$ cat src/rtl/bpw_pkg.sv
package bpw_pkg;
  typedef enum logic [1:0] {
    SZ_BYTE = 2'd0,
    SZ_HALF = 2'd1,
    SZ_WORD = 2'd2,
    SZ_WORD_ALT = 2'd3
  } acc_size_e;

  localparam logic [7:0] CFG_WIN_LO  = 8'h2E;
  localparam logic [7:0] CFG_WIN_MID = 8'h30;
  localparam logic [7:0] CFG_WIN_HI  = 8'h32;
  localparam logic [7:0] CFG_SEG     = 8'h34;

  localparam int WIN_LO_W = 4;
  localparam int WIN_BYTE_W = 8;
endpackage

$ cat src/rtl/bpw_cfg_regs.sv
module bpw_cfg_regs
  import bpw_pkg::*;
#(
  parameter int BASE_W = 20
) (
  input  logic              clk_i,
  input  logic              rst_ni,
  input  logic              cfg_we_i,
  input  logic [7:0]        cfg_addr_i,
  input  logic [7:0]        cfg_wdata_i,
  input  logic              seg_load_i,
  input  logic              seg_val_i,
  output logic [7:0]        cfg_rdata_o,
  output logic [BASE_W-1:0] base_o,
  output logic              seg_o
);
  logic [WIN_LO_W-1:0]   win_lo_q;
  logic [WIN_BYTE_W-1:0] win_mid_q, win_hi_q;
  logic                  seg_q;
  logic                  seg_wr_ok;

  assign seg_wr_ok = cfg_we_i && (cfg_addr_i == CFG_SEG) && (cfg_wdata_i[7:1] == 7'd0);

  always_ff @(posedge clk_i or negedge rst_ni) begin
    if (!rst_ni) begin
      win_lo_q  <= '0;
      win_mid_q <= '0;
      win_hi_q  <= '0;
    end else if (cfg_we_i) begin
      case (cfg_addr_i)
        CFG_WIN_LO:  win_lo_q  <= cfg_wdata_i[WIN_LO_W-1:0];
        CFG_WIN_MID: win_mid_q <= cfg_wdata_i;
        CFG_WIN_HI:  win_hi_q  <= cfg_wdata_i;
        default: ;
      endcase
    end
  end

  // access-driven segment load wins over a software write
  always_ff @(posedge clk_i or negedge rst_ni) begin
    if (!rst_ni)         seg_q <= 1'b0;
    else if (seg_load_i) seg_q <= seg_val_i;
    else if (seg_wr_ok)  seg_q <= cfg_wdata_i[0];
  end

  always_comb begin
    case (cfg_addr_i)
      CFG_WIN_LO:  cfg_rdata_o = 8'(win_lo_q);
      CFG_WIN_MID: cfg_rdata_o = win_mid_q;
      CFG_WIN_HI:  cfg_rdata_o = win_hi_q;
      CFG_SEG:     cfg_rdata_o = {7'd0, seg_q};
      default:     cfg_rdata_o = 8'd0;
    endcase
  end

  assign base_o = BASE_W'({win_hi_q, win_mid_q, win_lo_q});
  assign seg_o  = seg_q;

  p_seg_illegal_ignored_r3: assert property (@(posedge clk_i) disable iff (!rst_ni)
    (cfg_we_i && cfg_addr_i == CFG_SEG && cfg_wdata_i > 8'd1 && !seg_load_i)
      |=> seg_q == $past(seg_q));

  p_win_mid_store_r2: assert property (@(posedge clk_i) disable iff (!rst_ni)
    (cfg_we_i && cfg_addr_i == CFG_WIN_MID) |=> cfg_addr_i != CFG_WIN_MID
      || cfg_rdata_o == $past(cfg_wdata_i));
endmodule

$ cat src/rtl/bpw_beat_seq.sv
module bpw_beat_seq
  import bpw_pkg::*;
#(
  parameter int OFF_W  = 12,
  parameter int BEAT_W = 16,
  parameter int ADDR_W = 32
) (
  input  logic                    clk_i,
  input  logic                    rst_ni,
  input  logic [ADDR_W-OFF_W-1:0] base_i,
  input  logic                    host_req_i,
  output logic                    host_ready_o,
  input  logic                    host_we_i,
  input  logic [1:0]              host_size_i,
  input  logic [OFF_W-1:0]        host_off_i,
  input  logic [2*BEAT_W-1:0]     host_wdata_i,
  output logic                    host_done_o,
  output logic [2*BEAT_W-1:0]     host_rdata_o,
  output logic                    seg_load_o,
  output logic                    seg_val_o,
  output logic                    bp_req_o,
  output logic                    bp_we_o,
  output logic [1:0]              bp_size_o,
  output logic [ADDR_W-1:0]       bp_addr_o,
  output logic [BEAT_W-1:0]       bp_wdata_o,
  input  logic                    bp_ack_i,
  input  logic                    bp_err_i,
  input  logic [BEAT_W-1:0]       bp_rdata_i
);
  localparam int BASE_W = ADDR_W - OFF_W;
  localparam int LOW_W  = OFF_W - 1;
  localparam int DATA_W = 2 * BEAT_W;

  typedef enum logic [1:0] {S_IDLE, S_LO, S_HI} state_e;

  state_e              state_q;
  acc_size_e           size_q;
  logic                we_q, seg_q, err_q, done_q;
  logic [BASE_W-1:0]   base_q;
  logic [LOW_W-1:0]    off_q, off_beat;
  logic [DATA_W-1:0]   wdata_q, rdata_q, rd_next;
  logic [BEAT_W-1:0]   lo_q;
  logic                word_q, accept;

  assign word_q       = size_q[1];
  assign host_ready_o = (state_q == S_IDLE);
  assign accept       = host_req_i && host_ready_o;
  assign seg_load_o   = accept;
  assign seg_val_o    = host_off_i[OFF_W-1];

  always_comb begin
    if (we_q) rd_next = '0;
    else begin
      case (size_q)
        SZ_BYTE: rd_next = bp_err_i ? DATA_W'(8'hFF) : DATA_W'(bp_rdata_i[7:0]);
        SZ_HALF: rd_next = bp_err_i ? DATA_W'({BEAT_W{1'b1}}) : DATA_W'(bp_rdata_i);
        default: rd_next = (err_q || bp_err_i) ? '1 : {bp_rdata_i, lo_q};
      endcase
    end
  end

  always_ff @(posedge clk_i or negedge rst_ni) begin
    if (!rst_ni) begin
      state_q <= S_IDLE;
      size_q  <= SZ_BYTE;
      we_q    <= 1'b0;
      seg_q   <= 1'b0;
      err_q   <= 1'b0;
      done_q  <= 1'b0;
      base_q  <= '0;
      off_q   <= '0;
      wdata_q <= '0;
      rdata_q <= '0;
      lo_q    <= '0;
    end else begin
      done_q <= 1'b0;
      case (state_q)
        S_IDLE: if (host_req_i) begin
          size_q  <= acc_size_e'(host_size_i);
          we_q    <= host_we_i;
          seg_q   <= host_off_i[OFF_W-1];
          base_q  <= base_i;
          off_q   <= host_off_i[LOW_W-1:0];
          wdata_q <= host_wdata_i;
          err_q   <= 1'b0;
          state_q <= S_LO;
        end
        S_LO: if (bp_ack_i) begin
          if (word_q) begin
            lo_q    <= bp_rdata_i;
            err_q   <= bp_err_i;
            state_q <= S_HI;
          end else begin
            done_q  <= 1'b1;
            rdata_q <= rd_next;
            state_q <= S_IDLE;
          end
        end
        S_HI: if (bp_ack_i) begin
          done_q  <= 1'b1;
          rdata_q <= rd_next;
          state_q <= S_IDLE;
        end
        default: state_q <= S_IDLE;
      endcase
    end
  end

  assign off_beat     = (state_q == S_HI) ? off_q + LOW_W'(2) : off_q;
  assign bp_req_o     = (state_q != S_IDLE);
  assign bp_we_o      = we_q;
  assign bp_size_o    = word_q ? SZ_HALF : size_q;
  assign bp_addr_o    = {base_q, seg_q, off_beat};
  assign bp_wdata_o   = (state_q == S_HI)  ? wdata_q[DATA_W-1:BEAT_W] :
                        (size_q == SZ_BYTE) ? BEAT_W'(wdata_q[7:0]) : wdata_q[BEAT_W-1:0];
  assign host_done_o  = done_q;
  assign host_rdata_o = rdata_q;

  p_beat_hold_r10: assert property (@(posedge clk_i) disable iff (!rst_ni)
    (bp_req_o && !bp_ack_i) |=> bp_req_o && $stable(bp_addr_o) && $stable(bp_we_o)
      && $stable(bp_wdata_o) && $stable(bp_size_o));

  p_hi_beat_plus2_r6: assert property (@(posedge clk_i) disable iff (!rst_ni)
    (state_q == S_LO && bp_ack_i && word_q) |=> bp_req_o
      && bp_addr_o[LOW_W-1:0] == LOW_W'($past(bp_addr_o[LOW_W-1:0]) + LOW_W'(2))
      && bp_addr_o[ADDR_W-1:LOW_W] == $past(bp_addr_o[ADDR_W-1:LOW_W]));

  p_done_after_ack_r10: assert property (@(posedge clk_i) disable iff (!rst_ni)
    host_done_o |-> $past(bp_ack_i) && host_ready_o);

  p_busy_not_ready_r10: assert property (@(posedge clk_i) disable iff (!rst_ni)
    bp_req_o |-> !host_ready_o);
endmodule

$ cat src/rtl/bp_window_mapper.sv
module bp_window_mapper
  import bpw_pkg::*;
#(
  parameter int OFF_W  = 12,
  parameter int BEAT_W = 16,
  parameter int ADDR_W = 32
) (
  input  logic                clk_i,
  input  logic                rst_ni,
  input  logic                cfg_we_i,
  input  logic [7:0]          cfg_addr_i,
  input  logic [7:0]          cfg_wdata_i,
  output logic [7:0]          cfg_rdata_o,
  input  logic                host_req_i,
  output logic                host_ready_o,
  input  logic                host_we_i,
  input  logic [1:0]          host_size_i,
  input  logic [OFF_W-1:0]    host_off_i,
  input  logic [2*BEAT_W-1:0] host_wdata_i,
  output logic                host_done_o,
  output logic [2*BEAT_W-1:0] host_rdata_o,
  output logic                bp_req_o,
  output logic                bp_we_o,
  output logic [1:0]          bp_size_o,
  output logic [ADDR_W-1:0]   bp_addr_o,
  output logic [BEAT_W-1:0]   bp_wdata_o,
  input  logic                bp_ack_i,
  input  logic                bp_err_i,
  input  logic [BEAT_W-1:0]   bp_rdata_i
);
  localparam int BASE_W = ADDR_W - OFF_W;

  logic [BASE_W-1:0] base;
  logic              seg, seg_load, seg_val;

  bpw_cfg_regs #(.BASE_W(BASE_W)) u_cfg (
    .clk_i       (clk_i),
    .rst_ni      (rst_ni),
    .cfg_we_i    (cfg_we_i),
    .cfg_addr_i  (cfg_addr_i),
    .cfg_wdata_i (cfg_wdata_i),
    .seg_load_i  (seg_load),
    .seg_val_i   (seg_val),
    .cfg_rdata_o (cfg_rdata_o),
    .base_o      (base),
    .seg_o       (seg)
  );

  bpw_beat_seq #(.OFF_W(OFF_W), .BEAT_W(BEAT_W), .ADDR_W(ADDR_W)) u_seq (
    .clk_i        (clk_i),
    .rst_ni       (rst_ni),
    .base_i       (base),
    .host_req_i   (host_req_i),
    .host_ready_o (host_ready_o),
    .host_we_i    (host_we_i),
    .host_size_i  (host_size_i),
    .host_off_i   (host_off_i),
    .host_wdata_i (host_wdata_i),
    .host_done_o  (host_done_o),
    .host_rdata_o (host_rdata_o),
    .seg_load_o   (seg_load),
    .seg_val_o    (seg_val),
    .bp_req_o     (bp_req_o),
    .bp_we_o      (bp_we_o),
    .bp_size_o    (bp_size_o),
    .bp_addr_o    (bp_addr_o),
    .bp_wdata_o   (bp_wdata_o),
    .bp_ack_i     (bp_ack_i),
    .bp_err_i     (bp_err_i),
    .bp_rdata_i   (bp_rdata_i)
  );

  p_seg_follows_access_r5: assert property (@(posedge clk_i) disable iff (!rst_ni)
    (host_req_i && host_ready_o) |=> seg == $past(host_off_i[OFF_W-1]));

  p_addr_seg_bit_r4: assert property (@(posedge clk_i) disable iff (!rst_ni)
    (host_req_i && host_ready_o) |=> bp_addr_o[OFF_W-1] == $past(host_off_i[OFF_W-1]));
endmodule

$ cat config.mk
export PLATFORM = sky130hd
export DESIGN_NAME = bp_window_mapper
export DESIGN_NICKNAME = d
export VERILOG_FILES = /design/src/rtl/bpw_pkg.sv /design/src/rtl/bpw_cfg_regs.sv /design/src/rtl/bpw_beat_seq.sv /design/src/rtl/bp_window_mapper.sv
export SDC_FILE = /design/constraint.sdc
export NUM_CORES = 1
export LEC_CHECK = 0
export ABC_AREA = 1
export BUFFER_PORTS_ARGS = -buffer_cell sky130_fd_sc_hd__buf_2
export CAP_MARGIN = 20
export CORE_ASPECT_RATIO = 0.75
export CORE_MARGIN = 3
export CORE_UTILIZATION = 40
export DETAILED_ROUTE_END_ITERATION = 16
export HOLD_SLACK_MARGIN = 0.03
export MAX_ROUTING_LAYER = met4
export PLACE_DENSITY_LB_ADDON = 0.08
export SYNTH_ARGS = -nofsm -noshare
export SYNTH_HDL_FRONTEND = slang
export SYNTH_SLANG_ARGS = --single-unit
$ cat constraint.sdc
create_clock -name clk_i -period 1.9 [get_ports clk_i]
set_clock_uncertainty 0.1 [all_clocks]
set_input_delay 0.095 -clock clk_i [delete_from_list [all_inputs] [get_ports clk_i]]
set_output_delay 0.095 -clock clk_i [all_outputs]
set_load 0.1 [all_outputs]
==> impl_metrics.tcl <==
set metrics [dict create \
    outcome "complete, but fails checks" \
    violations "negative setup slack" \
    ios 179 \
    fin_hold_ws_ps 56.5 \
    drtIter0Drc 344 \
    intPower_mw 9.24 \
    finalSetupViolations 22 \
    grtUsageTotal_pct 21.6 \
    drv_slew 0 \
    path_clk_slew_ps 60 \
    clock_tree.htree_level_count 4 \
    fin_crit_sh_pct 111 \
    power.clock.fraction_pct 16.5 \
    die_y_microns 116 \
    place.gp.congestion 0.809 \
    n_fill_cell 1347 \
    totalPowerFinal_mw 19.8 \
    fin_crit_ps 2100 \
    endpoint_kind "primary output" \
    drt_wl_total_microns 18400 \
    crit_arrival_ps 1910 \
    nets 1175 \
    reg2reg_depth 10 \
    vias 6053 \
    drive_gt1_share_pct 29.4 \
    setup_ws_ps -201 \
    ys_seq_area_share_pct 54.4 \
    routedWlPerCell_microns 14.1 \
    core-area_sq_um 15500 \
    cap_viol_max_count 0 \
    clockBufferDepth 2 \
    switching_share_pct 53.4 \
    viasPerCell 4.64 \
    numCtsBuffers 17 \
    core.rowCount 39 \
    drtPass1Iterations 4 \
    die_area_sq_um 17700 \
    relSlewSlack_pct 55.8 \
    syn_inst 806 \
    die_x_microns 153 \
    critPathLaunchType "flop" \
    setup_tns_ps -1550 \
    post-place-ws_ps 104 \
    hold_class "in2async" \
    clock.fmax_mhz 476 \
    path_class "reg2out" \
    grt_pass1_wl_microns 29700 \
    irDropWorstVdd_v 0.00179 \
    syn_to_final_growth_pct 55.4 \
    yosysUniqueCellTypes 29 \
    report.final.hold_viol_count 0 \
    root_buffer "clkbuf_16" \
    crit_required_ps 1700 \
    dp_hpwl_microns 12100 \
    power.share.sequential_pct 24.0 \
    clkSinkCount 140 \
    grt_max_degree 81 \
    grt_pass1_vias 5816 \
    cts_tree "yes" \
    cp_max_fo 4 \
    tightest_slew_ps 662 \
    io_buffers 177 \
    p_per_area_nw_per_um2 1980 \
    n_antenna_cell 0 \
    remaining_drc_errors 0 \
    ys_ff_latch 140 \
    initial_core_util_pct 41.5 \
    clock_latency_ps 430 \
    antenna_left 0 \
    grt.overflow.total 0 \
    syn_area_per_cell_sq_um 7.99 \
    syn_nets 895 \
    ys.warnings.count 0 \
    p_leak_nw 5.24 \
    antenna_found_initial 0 \
    rsz0062_at_grt "yes" \
    power_frac_comb_pct 59.4 \
    synth_area_sq_um 6440 \
    switchingPower_mw 10.6 \
]
==> logic make-up (layout without fill, tap and decap cells) <==
family,count (synthesis),in the layout,share of synthesized area [%]
AO/OA/AOI/OAI,125,125,10.2
XOR/XNOR,6,6,0.816
adder cells (fa/ha/maj),4,4,0.777
buffers and inverters,101,394,6.88
flip-flops,140,140,54.4
other,1,1,0.0582
AND/OR/NAND/NOR,429,429,26.9
==> cells in the mapped netlist (all sizes together) <==
cell type	instances	area [sq um]
a21oi	3	15.0
buf	22	145
clkbuf	13	50.0
conb	1	3.75
dfrtp	140	3500
ha	4	50.1
inv	66	248
nand2	369	1410
nand3	25	130
nor2	35	198
o211ai	1	7.51
o21ai	116	599
o21bai	1	7.51
o22ai	4	25.0
xnor2	2	17.5
xor2	4	35.0
==> path summary, 6_finish.rpt <==
check	slack (ps)	endpoint	start
max reg2reg	90	u_seq.host_rdata_o[23]	u_seq.state_q[0]
min	60	u_seq.host_rdata_o[13]	rst_ni
max in group asynchronous	1040	u_seq.base_q[5]	rst_ni
min reg2reg	370	u_seq.lo_q[15]	u_seq.lo_q[15]
min in group clk_i	190	u_cfg.win_mid_q[0]	cfg_addr_i[1]
max	-200	bp_addr_o[7]	u_seq.state_q[1]
==> registers in the layout, summed over array words and instances, names as in the netlist <==
signal              flops
u_seq.size_q            2
u_seq.bp_we_o           1
u_cfg.win_mid_q         8
u_cfg.win_lo_q          4
u_cfg.seg_o             1
u_seq.lo_q             16
u_cfg.win_hi_q          8
u_seq.seg_q             1
u_seq.host_done_o       1
u_seq.base_q           20
u_seq.wdata_q          32
u_seq.off_q            11
u_seq.err_q             1
u_seq.state_q           2
u_seq.host_rdata_o     32
==> layout by cell type, fill, tap and decap left out, drive strengths merged <==
cell type,count
clkinv,7
o211ai,1
o22ai,4
xor2,4
clkinvlp,6
buf,212
conb,1
nand2,369
nor2,35
dlygate4sd3,80
dfrtp,140
bufinv,2
clkbuf,22
inv,65
ha,4
a21oi,3
o21ai,116
nand3,25
o21bai,1
xnor2,2
==> timing repair <==
item                                    4_1_cts  5_1_grt
pin swaps                                     5       11
hold buffers                                 80        0
cloned                                        0        3
resized for setup                            13       21
endpoints found under the setup margin       26       36
setup buffers                                 8        9
endpoints found under the hold margin       260        0
==> per-stage QoR <==
step | util [%] | area (sq um) | std cells
final | 64.5 | 10000 | 1304
after global placement | 53.4 | 8280 | 1173
after detailed placement | 53.4 | 8280 | 1173
after CTS | 63.1 | 9790 | 1292
after floorplan | - | 6650 | 806
after global routing | 64.5 | 10000 | 1304
==> cell type report <==
| class | count | area, sq um | area share [%] |
|---|---|---|---|
| clock buffer | 18 | 439 | 4.39 |
| clock inverter | 14 | 145 | 1.45 |
| inverter | 66 | 265 | 2.65 |
| multi-input combinational | 565 | 2810 | 28.1 |
| sequential | 140 | 3500 | 35.0 |
| tap | 205 | 256 | 2.56 |
| timing repair buffer | 296 | 2590 | 25.9 |
==> critical path, cell delays in order, from the launching register on <==
cell and delay [ps]:
dfrtp_1 410, ha_4 200, buf_4 140, nand3_4 80
inv_4 50, buf_4 130, buf_4 130, a21oi_4 140
buf_12 190
==> power groups by stage <==
| stage | Sequential [mW] | Clock (mW) | Combinational [mW] |
|---|---|---|---|
| finish | 4.77 | 3.28 | 11.8 |
| global route | 4.91 | 3.51 | 12.4 |
| CTS | 4.74 | 3.35 | 11.6 |
| detailed placement | 4.77 | 0 | 11.3 |
| global placement | 4.76 | 0 | 11.3 |
| floorplan | 7.69 | 0 | 5.39 |
==> per-layer routing <==
| layer | global-route usage (%) | up-vias | wire length (microns) |
|---|---|---|---|
| met3 | 4.40 | 25 | 777 |
| met1 | 30.2 | 2811 | 8960 |
| met2 | 31.9 | 140 | 8380 |
| met5 | - | - | 0 |
| met4 | 6.88 | 0 | 283 |
| li1 | - | 3077 | - |
(Power assumes the default switching activity.)
